==> config.mk <==
export PLATFORM = sky130hd
export DESIGN_NAME = sar_seq_top
export DESIGN_NICKNAME = d
export VERILOG_FILES = /design/src/rtl/sar_seq_pkg.sv /design/src/rtl/sar_seq_ctrl.sv /design/src/rtl/sar_seq_dp.sv /design/src/rtl/sar_seq_top.sv
export SDC_FILE = /design/constraint.sdc
export NUM_CORES = 1
export LEC_CHECK = 0
export ABC_AREA = 1
export CELL_PAD_IN_SITES_DETAIL_PLACEMENT = 2
export CELL_PAD_IN_SITES_GLOBAL_PLACEMENT = 2
export CORE_ASPECT_RATIO = 1.5
export CORE_MARGIN = 2
export CORE_UTILIZATION = 33
export CTS_BUF_LIST = sky130_fd_sc_hd__clkbuf_4
export CTS_CLUSTER_SIZE = 12
export DETAILED_ROUTE_END_ITERATION = 10
export PLACE_DENSITY_LB_ADDON = 0.05
export SYNTH_ARGS = -nofsm -noshare
export SYNTH_HDL_FRONTEND = slang
export SYNTH_SLANG_ARGS = --single-unit
==> constraint.sdc <==
create_clock -name clk -period 2.5 [get_ports clk]
set_input_delay 0.25 -clock clk [delete_from_list [all_inputs] [get_ports clk]]
set_output_delay 0.25 -clock clk [all_outputs]
set_load 0.1 [all_outputs]
==> src/rtl/sar_seq_pkg.sv <==
package sar_seq_pkg;

  typedef enum logic [1:0] {
    ST_IDLE,
    ST_SAMPLE,
    ST_CONV,
    ST_POSTCAL
  } seqState_e;

  // Strobes from control to datapath, one cycle each
  typedef struct packed {
    logic beginConv;  // accepted start: capture channel, clear code
    logic enterConv;  // last sample cycle: arm MSB trial
    logic bitStep;    // resolve one bit this cycle
    logic finish;     // bit 0 resolved: publish result
    logic trimStep;   // post-calibration cycle
  } seqStrobe_t;

endpackage

==> src/rtl/sar_seq_ctrl.sv <==
module sar_seq_ctrl
  import sar_seq_pkg::*;
#(
  parameter int CAL_CYCLES    = 3840,
  parameter int SAMPLE_CYCLES = 4,
  parameter int MIN_GAP       = 2
) (
  input  logic       clk,
  input  logic       rstN,
  input  logic       startPulse,
  input  logic       powerDown,
  input  logic       lastBit,
  output seqStrobe_t strb,
  output logic       sampling,
  output logic       busy,
  output logic       dataValid,
  output logic       calActive,
  output logic       earlyStartWarn
);

  localparam int SCW = $clog2(SAMPLE_CYCLES + 1);
  localparam int CCW = $clog2(CAL_CYCLES + 1);
  localparam int GCW = $clog2(MIN_GAP + 1);

  seqState_e       state;
  logic [SCW-1:0]  sampCnt;
  logic [CCW-1:0]  calCnt;
  logic [GCW-1:0]  gapCnt;
  logic            accept;

  assign accept    = startPulse && !powerDown && (gapCnt == '0);
  assign calActive = (calCnt != '0);
  assign sampling  = (state == ST_SAMPLE);
  assign busy      = (state == ST_SAMPLE) || (state == ST_CONV);

  always_comb begin
    strb = '0;
    if (accept) begin
      strb.beginConv = 1'b1;
    end else begin
      case (state)
        ST_SAMPLE:  strb.enterConv = (sampCnt == '0);
        ST_CONV: begin
          strb.bitStep = 1'b1;
          strb.finish  = lastBit;
        end
        ST_POSTCAL: strb.trimStep = 1'b1;
        default: ;
      endcase
    end
  end

  always_ff @(posedge clk or negedge rstN) begin
    if (!rstN) begin
      state   <= ST_IDLE;
      sampCnt <= '0;
    end else if (strb.beginConv) begin
      state   <= ST_SAMPLE;
      sampCnt <= SCW'(SAMPLE_CYCLES - 1);
    end else begin
      case (state)
        ST_SAMPLE: begin
          if (strb.enterConv) state <= ST_CONV;
          else                sampCnt <= sampCnt - 1'b1;
        end
        ST_CONV:    if (strb.finish) state <= ST_POSTCAL;
        ST_POSTCAL: state <= ST_IDLE;
        default:    state <= ST_IDLE;
      endcase
    end
  end

  always_ff @(posedge clk or negedge rstN) begin
    if (!rstN) begin
      calCnt <= CCW'(CAL_CYCLES);
    end else if (calCnt != '0) begin
      calCnt <= calCnt - 1'b1;
    end
  end

  always_ff @(posedge clk or negedge rstN) begin
    if (!rstN) begin
      gapCnt <= '0;
    end else if (accept) begin
      gapCnt <= GCW'(MIN_GAP - 1);
    end else if (gapCnt != '0) begin
      gapCnt <= gapCnt - 1'b1;
    end
  end

  always_ff @(posedge clk or negedge rstN) begin
    if (!rstN) begin
      dataValid      <= 1'b0;
      earlyStartWarn <= 1'b0;
    end else begin
      if (strb.beginConv)   dataValid <= 1'b0;
      else if (strb.finish) dataValid <= 1'b1;
      if (strb.beginConv && calActive) earlyStartWarn <= 1'b1;
    end
  end

endmodule

==> src/rtl/sar_seq_dp.sv <==
module sar_seq_dp
  import sar_seq_pkg::*;
#(
  parameter int RES_BITS  = 12,
  parameter int CHAN_BITS = 5,
  parameter int TRIM_BITS = 8
) (
  input  logic                              clk,
  input  logic                              rstN,
  input  seqStrobe_t                        strb,
  input  logic [CHAN_BITS-1:0]              chanIn,
  input  logic                              compIn,
  output logic                              lastBit,
  output logic [RES_BITS-1:0]               dacCode,
  output logic [RES_BITS-1:0]               result,
  output logic [CHAN_BITS-1:0]              resultChan,
  output logic [(RES_BITS+1)*TRIM_BITS-1:0] trimBus,
  output logic [$clog2(RES_BITS+1)-1:0]     postCalSlot
);

  localparam int SLOTS = RES_BITS + 1;
  localparam int IDXW  = $clog2(RES_BITS);
  localparam int SLOTW = $clog2(SLOTS);
  localparam logic [TRIM_BITS-1:0] TRIM_MID = {1'b1, {(TRIM_BITS-1){1'b0}}};
  localparam logic [TRIM_BITS-1:0] TRIM_MAX = '1;

  logic [RES_BITS-1:0]  sarReg;
  logic [RES_BITS-1:0]  testBit;
  logic [IDXW-1:0]      bitIdx;
  logic [CHAN_BITS-1:0] chanHeld;
  logic [SLOTW-1:0]     slot;

  assign testBit     = RES_BITS'(1) << bitIdx;
  assign lastBit     = (bitIdx == '0);
  assign dacCode     = strb.bitStep ? (sarReg | testBit) : '0;
  assign postCalSlot = slot;

  always_ff @(posedge clk or negedge rstN) begin
    if (!rstN) begin
      sarReg   <= '0;
      bitIdx   <= '0;
      chanHeld <= '0;
    end else if (strb.beginConv) begin
      sarReg   <= '0;
      bitIdx   <= IDXW'(RES_BITS - 1);
      chanHeld <= chanIn;
    end else if (strb.enterConv) begin
      sarReg <= '0;
      bitIdx <= IDXW'(RES_BITS - 1);
    end else if (strb.bitStep) begin
      if (compIn) sarReg <= sarReg | testBit;
      if (bitIdx != '0) bitIdx <= bitIdx - 1'b1;
    end
  end

  always_ff @(posedge clk or negedge rstN) begin
    if (!rstN) begin
      result     <= '0;
      resultChan <= '0;
    end else if (strb.finish) begin
      result     <= compIn ? (sarReg | testBit) : sarReg;
      resultChan <= chanHeld;
    end
  end

  always_ff @(posedge clk or negedge rstN) begin
    if (!rstN) begin
      slot <= '0;
    end else if (strb.trimStep) begin
      slot <= (slot == SLOTW'(SLOTS - 1)) ? '0 : slot + 1'b1;
    end
  end

  for (genvar g = 0; g < SLOTS; g++) begin : gTrim
    logic [TRIM_BITS-1:0] trimReg;
    always_ff @(posedge clk or negedge rstN) begin
      if (!rstN) begin
        trimReg <= TRIM_MID;
      end else if (strb.trimStep && (slot == SLOTW'(g))) begin
        if (compIn && (trimReg != TRIM_MAX))     trimReg <= trimReg + 1'b1;
        else if (!compIn && (trimReg != '0))     trimReg <= trimReg - 1'b1;
      end
    end
    assign trimBus[g*TRIM_BITS +: TRIM_BITS] = trimReg;
  end

endmodule

==> src/rtl/sar_seq_top.sv <==
module sar_seq_top
  import sar_seq_pkg::*;
#(
  parameter int RES_BITS      = 12,
  parameter int CHAN_BITS     = 5,
  parameter int TRIM_BITS     = 8,
  parameter int CAL_CYCLES    = 3840,
  parameter int SAMPLE_CYCLES = 4,
  parameter int MIN_GAP       = 2
) (
  input  logic                              clk,
  input  logic                              rstN,
  input  logic                              startPulse,
  input  logic [CHAN_BITS-1:0]              chanIn,
  input  logic                              powerDown,
  input  logic                              compIn,
  output logic                              sampling,
  output logic                              busy,
  output logic                              dataValid,
  output logic [RES_BITS-1:0]               result,
  output logic [CHAN_BITS-1:0]              resultChan,
  output logic [RES_BITS-1:0]               dacCode,
  output logic                              calActive,
  output logic                              earlyStartWarn,
  output logic [$clog2(RES_BITS+1)-1:0]     postCalSlot,
  output logic [(RES_BITS+1)*TRIM_BITS-1:0] trimBus
);

  seqStrobe_t strb;
  logic       lastBit;

  sar_seq_ctrl #(
    .CAL_CYCLES   (CAL_CYCLES),
    .SAMPLE_CYCLES(SAMPLE_CYCLES),
    .MIN_GAP      (MIN_GAP)
  ) u_ctrl (
    .clk           (clk),
    .rstN          (rstN),
    .startPulse    (startPulse),
    .powerDown     (powerDown),
    .lastBit       (lastBit),
    .strb          (strb),
    .sampling      (sampling),
    .busy          (busy),
    .dataValid     (dataValid),
    .calActive     (calActive),
    .earlyStartWarn(earlyStartWarn)
  );

  sar_seq_dp #(
    .RES_BITS (RES_BITS),
    .CHAN_BITS(CHAN_BITS),
    .TRIM_BITS(TRIM_BITS)
  ) u_dp (
    .clk        (clk),
    .rstN       (rstN),
    .strb       (strb),
    .chanIn     (chanIn),
    .compIn     (compIn),
    .lastBit    (lastBit),
    .dacCode    (dacCode),
    .result     (result),
    .resultChan (resultChan),
    .trimBus    (trimBus),
    .postCalSlot(postCalSlot)
  );

endmodule

Yosys cells after proc, flatten, opt, wreduce, memory -nomap -nowiden
Index checks and enable logic that the tools add are counted.
Storage, ports and cells
  register bits after elaboration: 167
  input bits: 10
  output and inout port bits: 142
  word-level logic and storage cells: 240
Operators by class
  add/subtract/negate cells: 31
  equality and inequality tests: 31
  shift operators: 1
  multiplexer cells: 52
  bitwise operators: 1
  reduce and logical (&&, ||, !) cells: 99
Operators by type and width (count)
  8-bit 2-to-1 mux: 26
  8-bit by 1-bit adder with 8-bit output, second input constant: 13
  8-bit != test, second input constant: 13
  8-bit nonzero test: 13
  8-bit by 1-bit subtractor with 8-bit output, second input constant: 13
  12-bit 2-to-1 mux: 5
  1-bit logical AND: 42
  2-bit nonzero test: 17
  2-bit AND reduction: 16
  4-bit 2-to-1 mux: 6
  4-bit equality test, second input constant: 5
  4-bit by 3-bit equality test with 1-bit output, second input constant: 4
  2-bit 2-to-1 mux: 6
  12-bit OR: 1
  12-bit nonzero test: 1
  1-bit by 4-bit left shift with 12-bit output, first input constant: 1
  12-bit by 1-bit subtractor with 12-bit output, second input constant: 1
  3-bit 2-to-1 mux: 3
  4-bit by 2-bit equality test with 1-bit output, second input constant: 2
  4-bit zero test: 2
  3-bit nonzero test: 2
  1-bit 2-to-1 mux: 5
  4-bit by 1-bit adder with 4-bit output, second input constant: 1
  2-bit equality test, second input constant: 2
  14 further kinds: 15

Longest topological paths before layout
  depth after elaboration: 7
  mapped depth: 14
  depth with buffers taken out: 14

By module
Synthesis repeated with hierarchy kept, for this count alone.
Second synthesis, totals
  cells, all modules: 1676
  area total of the unflattened synthesis: 12395.6 um^2
By module, submodules not included
  sar_seq_dp: instances 1, cells an instance 1515, area each 11105.7 um^2, seq. area each 3669.8 um^2
  sar_seq_ctrl: instances 1, cells an instance 161, area each 1290.0 um^2, seq. area each 530.5 um^2

Worst setup path before layout
No wires, ideal clock.
  path kind: register to output
  start point: register u_ctrl.gapCnt[0]
  end point: output dacCode[10]
  arrival time: 2506 ps
  required time: 2250 ps
  slack: -256 ps
  stages on the path, launching flop included: 7
  buffers on the path: 1
  cells stage by stage: dfrtp_1 -> inv_1 -> ha_1 -> nand2_4 -> nand2_1 -> clkbuf_1 -> a21oi_1
Between the ends
  longest elaborated chain between the ends: 4
RTL lines
  start, declared: line sar_seq_ctrl.sv:28  | logic [GCW-1:0] gapCnt;
  start signal, assigned: line sar_seq_ctrl.sv:85  | gapCnt <= GCW'(MIN_GAP - 1);
  start signal, assigned: line sar_seq_ctrl.sv:87  | gapCnt <= gapCnt - 1'b1;
  2-bit zero test: line sar_seq_ctrl.sv:31  | assign accept = startPulse && !powerDown && (gapCnt == '0);
  1-bit logical AND: line sar_seq_ctrl.sv:31
  4-bit 2-to-1 mux: line sar_seq_ctrl.sv:38  | if (accept) begin
  12-bit 2-to-1 mux: line sar_seq_dp.sv:35  | assign dacCode = strb.bitStep ? (sarReg | testBit) : '0;
  end, declared: line sar_seq_top.sv:22  | output logic [RES_BITS-1:0] dacCode,
Every way passes these cells.

Worst setup path in the final report
  start point: register u_dp.bitIdx[1]
  end point: output dacCode[7]
Between the ends
  longest elaborated chain between the ends: 3
RTL lines
  start, declared: line sar_seq_dp.sv:29  | logic [IDXW-1:0] bitIdx;
  start signal, assigned: line sar_seq_dp.sv:45  | bitIdx <= IDXW'(RES_BITS - 1);
  start signal, assigned: line sar_seq_dp.sv:49  | bitIdx <= IDXW'(RES_BITS - 1);
  start signal, assigned: line sar_seq_dp.sv:52  | if (bitIdx != '0) bitIdx <= bitIdx - 1'b1;
  1-bit by 4-bit left shift with 12-bit output: line sar_seq_dp.sv:33  | assign testBit = RES_BITS'(1) << bitIdx;
  12-bit OR: line sar_seq_dp.sv:35
  12-bit 2-to-1 mux: line sar_seq_dp.sv:35
Every way passes these cells.

==> run metrics <==
status completed; maximum fanout along the worst path 4; Crit path required time 2.25 ns; Finished Cell Area 14790 sq um; drt first-iter violations 281; vias in the first global route 13230; top cell type's share of synthesized area 31.13%; unrepaired setup endpoints after global routing yes; first-pass GRT wire length 67410 um; Sink Count 167; Worst VDD drop 677.3 uV; Worst Path Buf+Inv 2; measured slew at the worst slew-check pin 0.6751 ns; max-slew violation count 0; H-tree depth 4; Area after DPL 14210 sq um; share of layout cells above drive strength 1 20.56%; crit path from u_dp.bitIdx[1]; clk_skew 0.03890 ns; Ports 152; slowest stage cell on the critical path dfrtp_2; Post-DRT Antenna Nets 0; CP cell instances buf_4, ha_1, nand3_1, a21oi_2, buf_12; nets 1979; worst hold path startpoint chanIn[4]; TritonCTS clock tree done; Avg WL per Cell 17.28 um; Core ar. 35950 sq um; final setup TNS 0 ns; Die X 160.1 um; RePlAce Congestion 0.8278; Worst EP arrival 2.18 ns; endpoints failing hold 0; Synth area leader dfrtp_1; post-synth cell types 36; clock root buffer clkbuf_4; Critical Path Start Type register; DRC errors left 0; die height 238.1 um; Max Freq 0.4123 GHz; largest net degree at the start of global routing 104; worst setup path category register to output port; register area share after synthesis 34.84%; register bit total from synthesis 167; Hold Path Depth 3; Leak Pwr 0.007673 uW; post-DP HPWL 31580 um; Reg-to-Reg Start u_dp.gTrim[11].trimReg[7]; flop2flop setup slack 0.20 ns; relative slew slack 54.99%; mapped cell area 12060 sq um; max incr delay on CP 0.43 ns; final wirelength 40650 um; worst hold path class input port to register; gr ovfl total 0; area growth from synthesis to layout 22.67%; Total Power 17780 uW; Final Cycle Share 97.02%; routed vias 11790; reg-to-reg endpoint u_dp.gTrim[11].trimReg[5]; Row Count 85; hold path endpoint u_dp.chanHeld[4]; YS warnings 0; CP Capture Type output port; Num CTS Buffers 17; pwr dens 1202 nW/um^2; Worst-Skew Late Latency 0.68 ns; post-synthesis net count 1784; die area 38110 sq um; vias per inst 5.012; Synth Area per Inst 7.241 sq um; total track usage 21.91%; I/O Buffers 151; Pre-antenna DRT Iters 5; CP top delay family flip-flops; Starting Density 33.54%; cell count after synthesis 1665; clock-pin slew on the worst setup and hold paths 0.20 ns; reg2reg path depth 10; MaxCap Viol Count 0; post-layout minimum cycle time 2.426 ns; initial antenna violation count 1; Max Buffers Root-to-Sink 2; largest cells by area after synthesis dfrtp_1 31%, nand2_1 18%, ha_1 10%; # setup viols final 0
## how the worst max path moves through the flow
stage	endpoint	slack, ns	cells past startpoint
final	dacCode[7]	0.07	5
after global routing	calActive	-0.04	8
after CTS	dacCode[1]	0.009	7
after detailed placement	u_dp.gTrim[8].trimReg[5]	0.13	10
after global placement	u_dp.gTrim[8].trimReg[5]	0.18	10
after floorplan	dacCode[10]	-0.26	6
## worst min-delay path, stage by stage
cell             delay [ns]
clkdlybuf4s50_1        0.40
nand2_1                0.07
nand2_1                0.04
## cell type report
type,count,area (sq um)
fill,4310,21160
clock inverter,15,170.2
inverter,182,683.2
timing repair buffer,192,1685
tap,478,598.1
clock buffer,17,127.6
multi-input combinational,1300,7236
sequential,167,4287
antenna,1,2.502
## power by group
group	switching, uW	internal (uW)	leakage, uW
sequential	948	3550	0.00200
clock	1240	556	0.000162
combinational	8450	3040	0.00551
## sequential cells by signal (all words and copies together), names as in the netlist
signal / flops
u_ctrl.earlyStartWarn: 1
u_dp.bitIdx: 4
u_ctrl.sampCnt: 3
u_dp.gTrim.trimReg: 104
u_ctrl.calCnt: 12
u_dp.sarReg: 12
u_dp.resultChan: 5
u_ctrl.dataValid: 1
u_dp.result: 12
u_dp.postCalSlot: 4
u_ctrl.state: 2
u_dp.chanHeld: 5
u_ctrl.gapCnt: 2
## Yosys cell counts (all sizes together)
| cell | count |
|---|---|
| nand2 | 589 |
| inv | 181 |
| nor2 | 154 |
| o22ai | 13 |
| buf | 14 |
| nand3 | 125 |
| o21ai | 86 |
| a21oi | 65 |
| o31ai | 3 |
| dfstp | 17 |
| nor3 | 7 |
| and2 | 3 |
| nor3b | 1 |
| nand4 | 40 |
| o21bai | 1 |
| or2 | 16 |
| ha | 96 |
| nand3b | 15 |
| clkinv | 1 |
| a31oi | 4 |
| o211ai | 1 |
| xnor2 | 32 |
| clkbuf | 2 |
| dfrtp | 150 |
| fa | 13 |
| xor2 | 36 |
## kinds of logic (layout without fill, tap and decap cells)
| group | after synthesis | in the layout | share of synthesized area (%) |
|---|---|---|---|
| buf+inv | 198 | 406 | 6.517 |
| fa+ha+maj | 109 | 109 | 12.12 |
| simple gates | 950 | 950 | 34.00 |
| other cells | 0 | 1 | 0 |
| compound gates | 173 | 173 | 7.586 |
| xor+xnor | 68 | 68 | 4.940 |
| flops | 167 | 167 | 34.84 |
## metal layers
layer / vias to the layer above / global-route usage (%) / part of all wire [%]
met5: - / 0 / 0
met3: 29 / 3.633 / 2.7
met4: 0 / 5.624 / 1.4
met1: 5885 / 22.99 / 39
met2: 120 / 44.43 / 57
li1: 5755 / - / -
## layout by cell type (no fill, tap or decap), types with 3 or more instances in the layout
| cell | n |
|---|---|
| buf_4 | 163 |
| fa_1 | 13 |
| inv_8 | 6 |
| nor3_1 | 6 |
| nand3b_1 | 15 |
| xor2_1 | 36 |
| o21ai_0 | 77 |
| buf_12 | 17 |
| dfrtp_1 | 81 |
| a21oi_1 | 53 |
| a21oi_2 | 11 |
| inv_1 | 174 |
| nor2_1 | 130 |
| inv_2 | 7 |
| nand2_1 | 575 |
| nand4_1 | 40 |
| clkbuf_4 | 17 |
| a31oi_1 | 4 |
| and2_1 | 3 |
| nand2_2 | 10 |
| o22ai_1 | 13 |
| clkdlybuf4s50_1 | 7 |
| dfstp_2 | 17 |
| o21ai_1 | 4 |
| ha_1 | 92 |
| dfrtp_2 | 69 |
| nor2_4 | 18 |
| nor2_2 | 6 |
| inv_6 | 5 |
| o21ai_2 | 5 |
| nand3_1 | 125 |
| xnor2_1 | 32 |
| or2_2 | 16 |
## through the flow
step                      utilization, %  worst slack, ns  std cells  hold slack [ns]
after floorplan                        -          -0.2558       1665         -0.04559
after global placement             39.53           0.1817       2306          0.07397
after detailed placement           39.53           0.1321       2306          0.07314
after CTS                          40.81         0.008948       2344          0.03439
after global routing               41.14         -0.03784       2352          0.07190
final                              41.14          0.07445       2352          0.08913
## repair_timing
action,4_1_cts,5_1_grt
buffers inserted,4,7
endpoints found under the setup margin,13,36
gates resized for setup,30,23
endpoints found under the hold margin,155,0
hold buffers,2,0
pin swaps,3,4
Note: power is estimated with default switching activity, not from simulation.
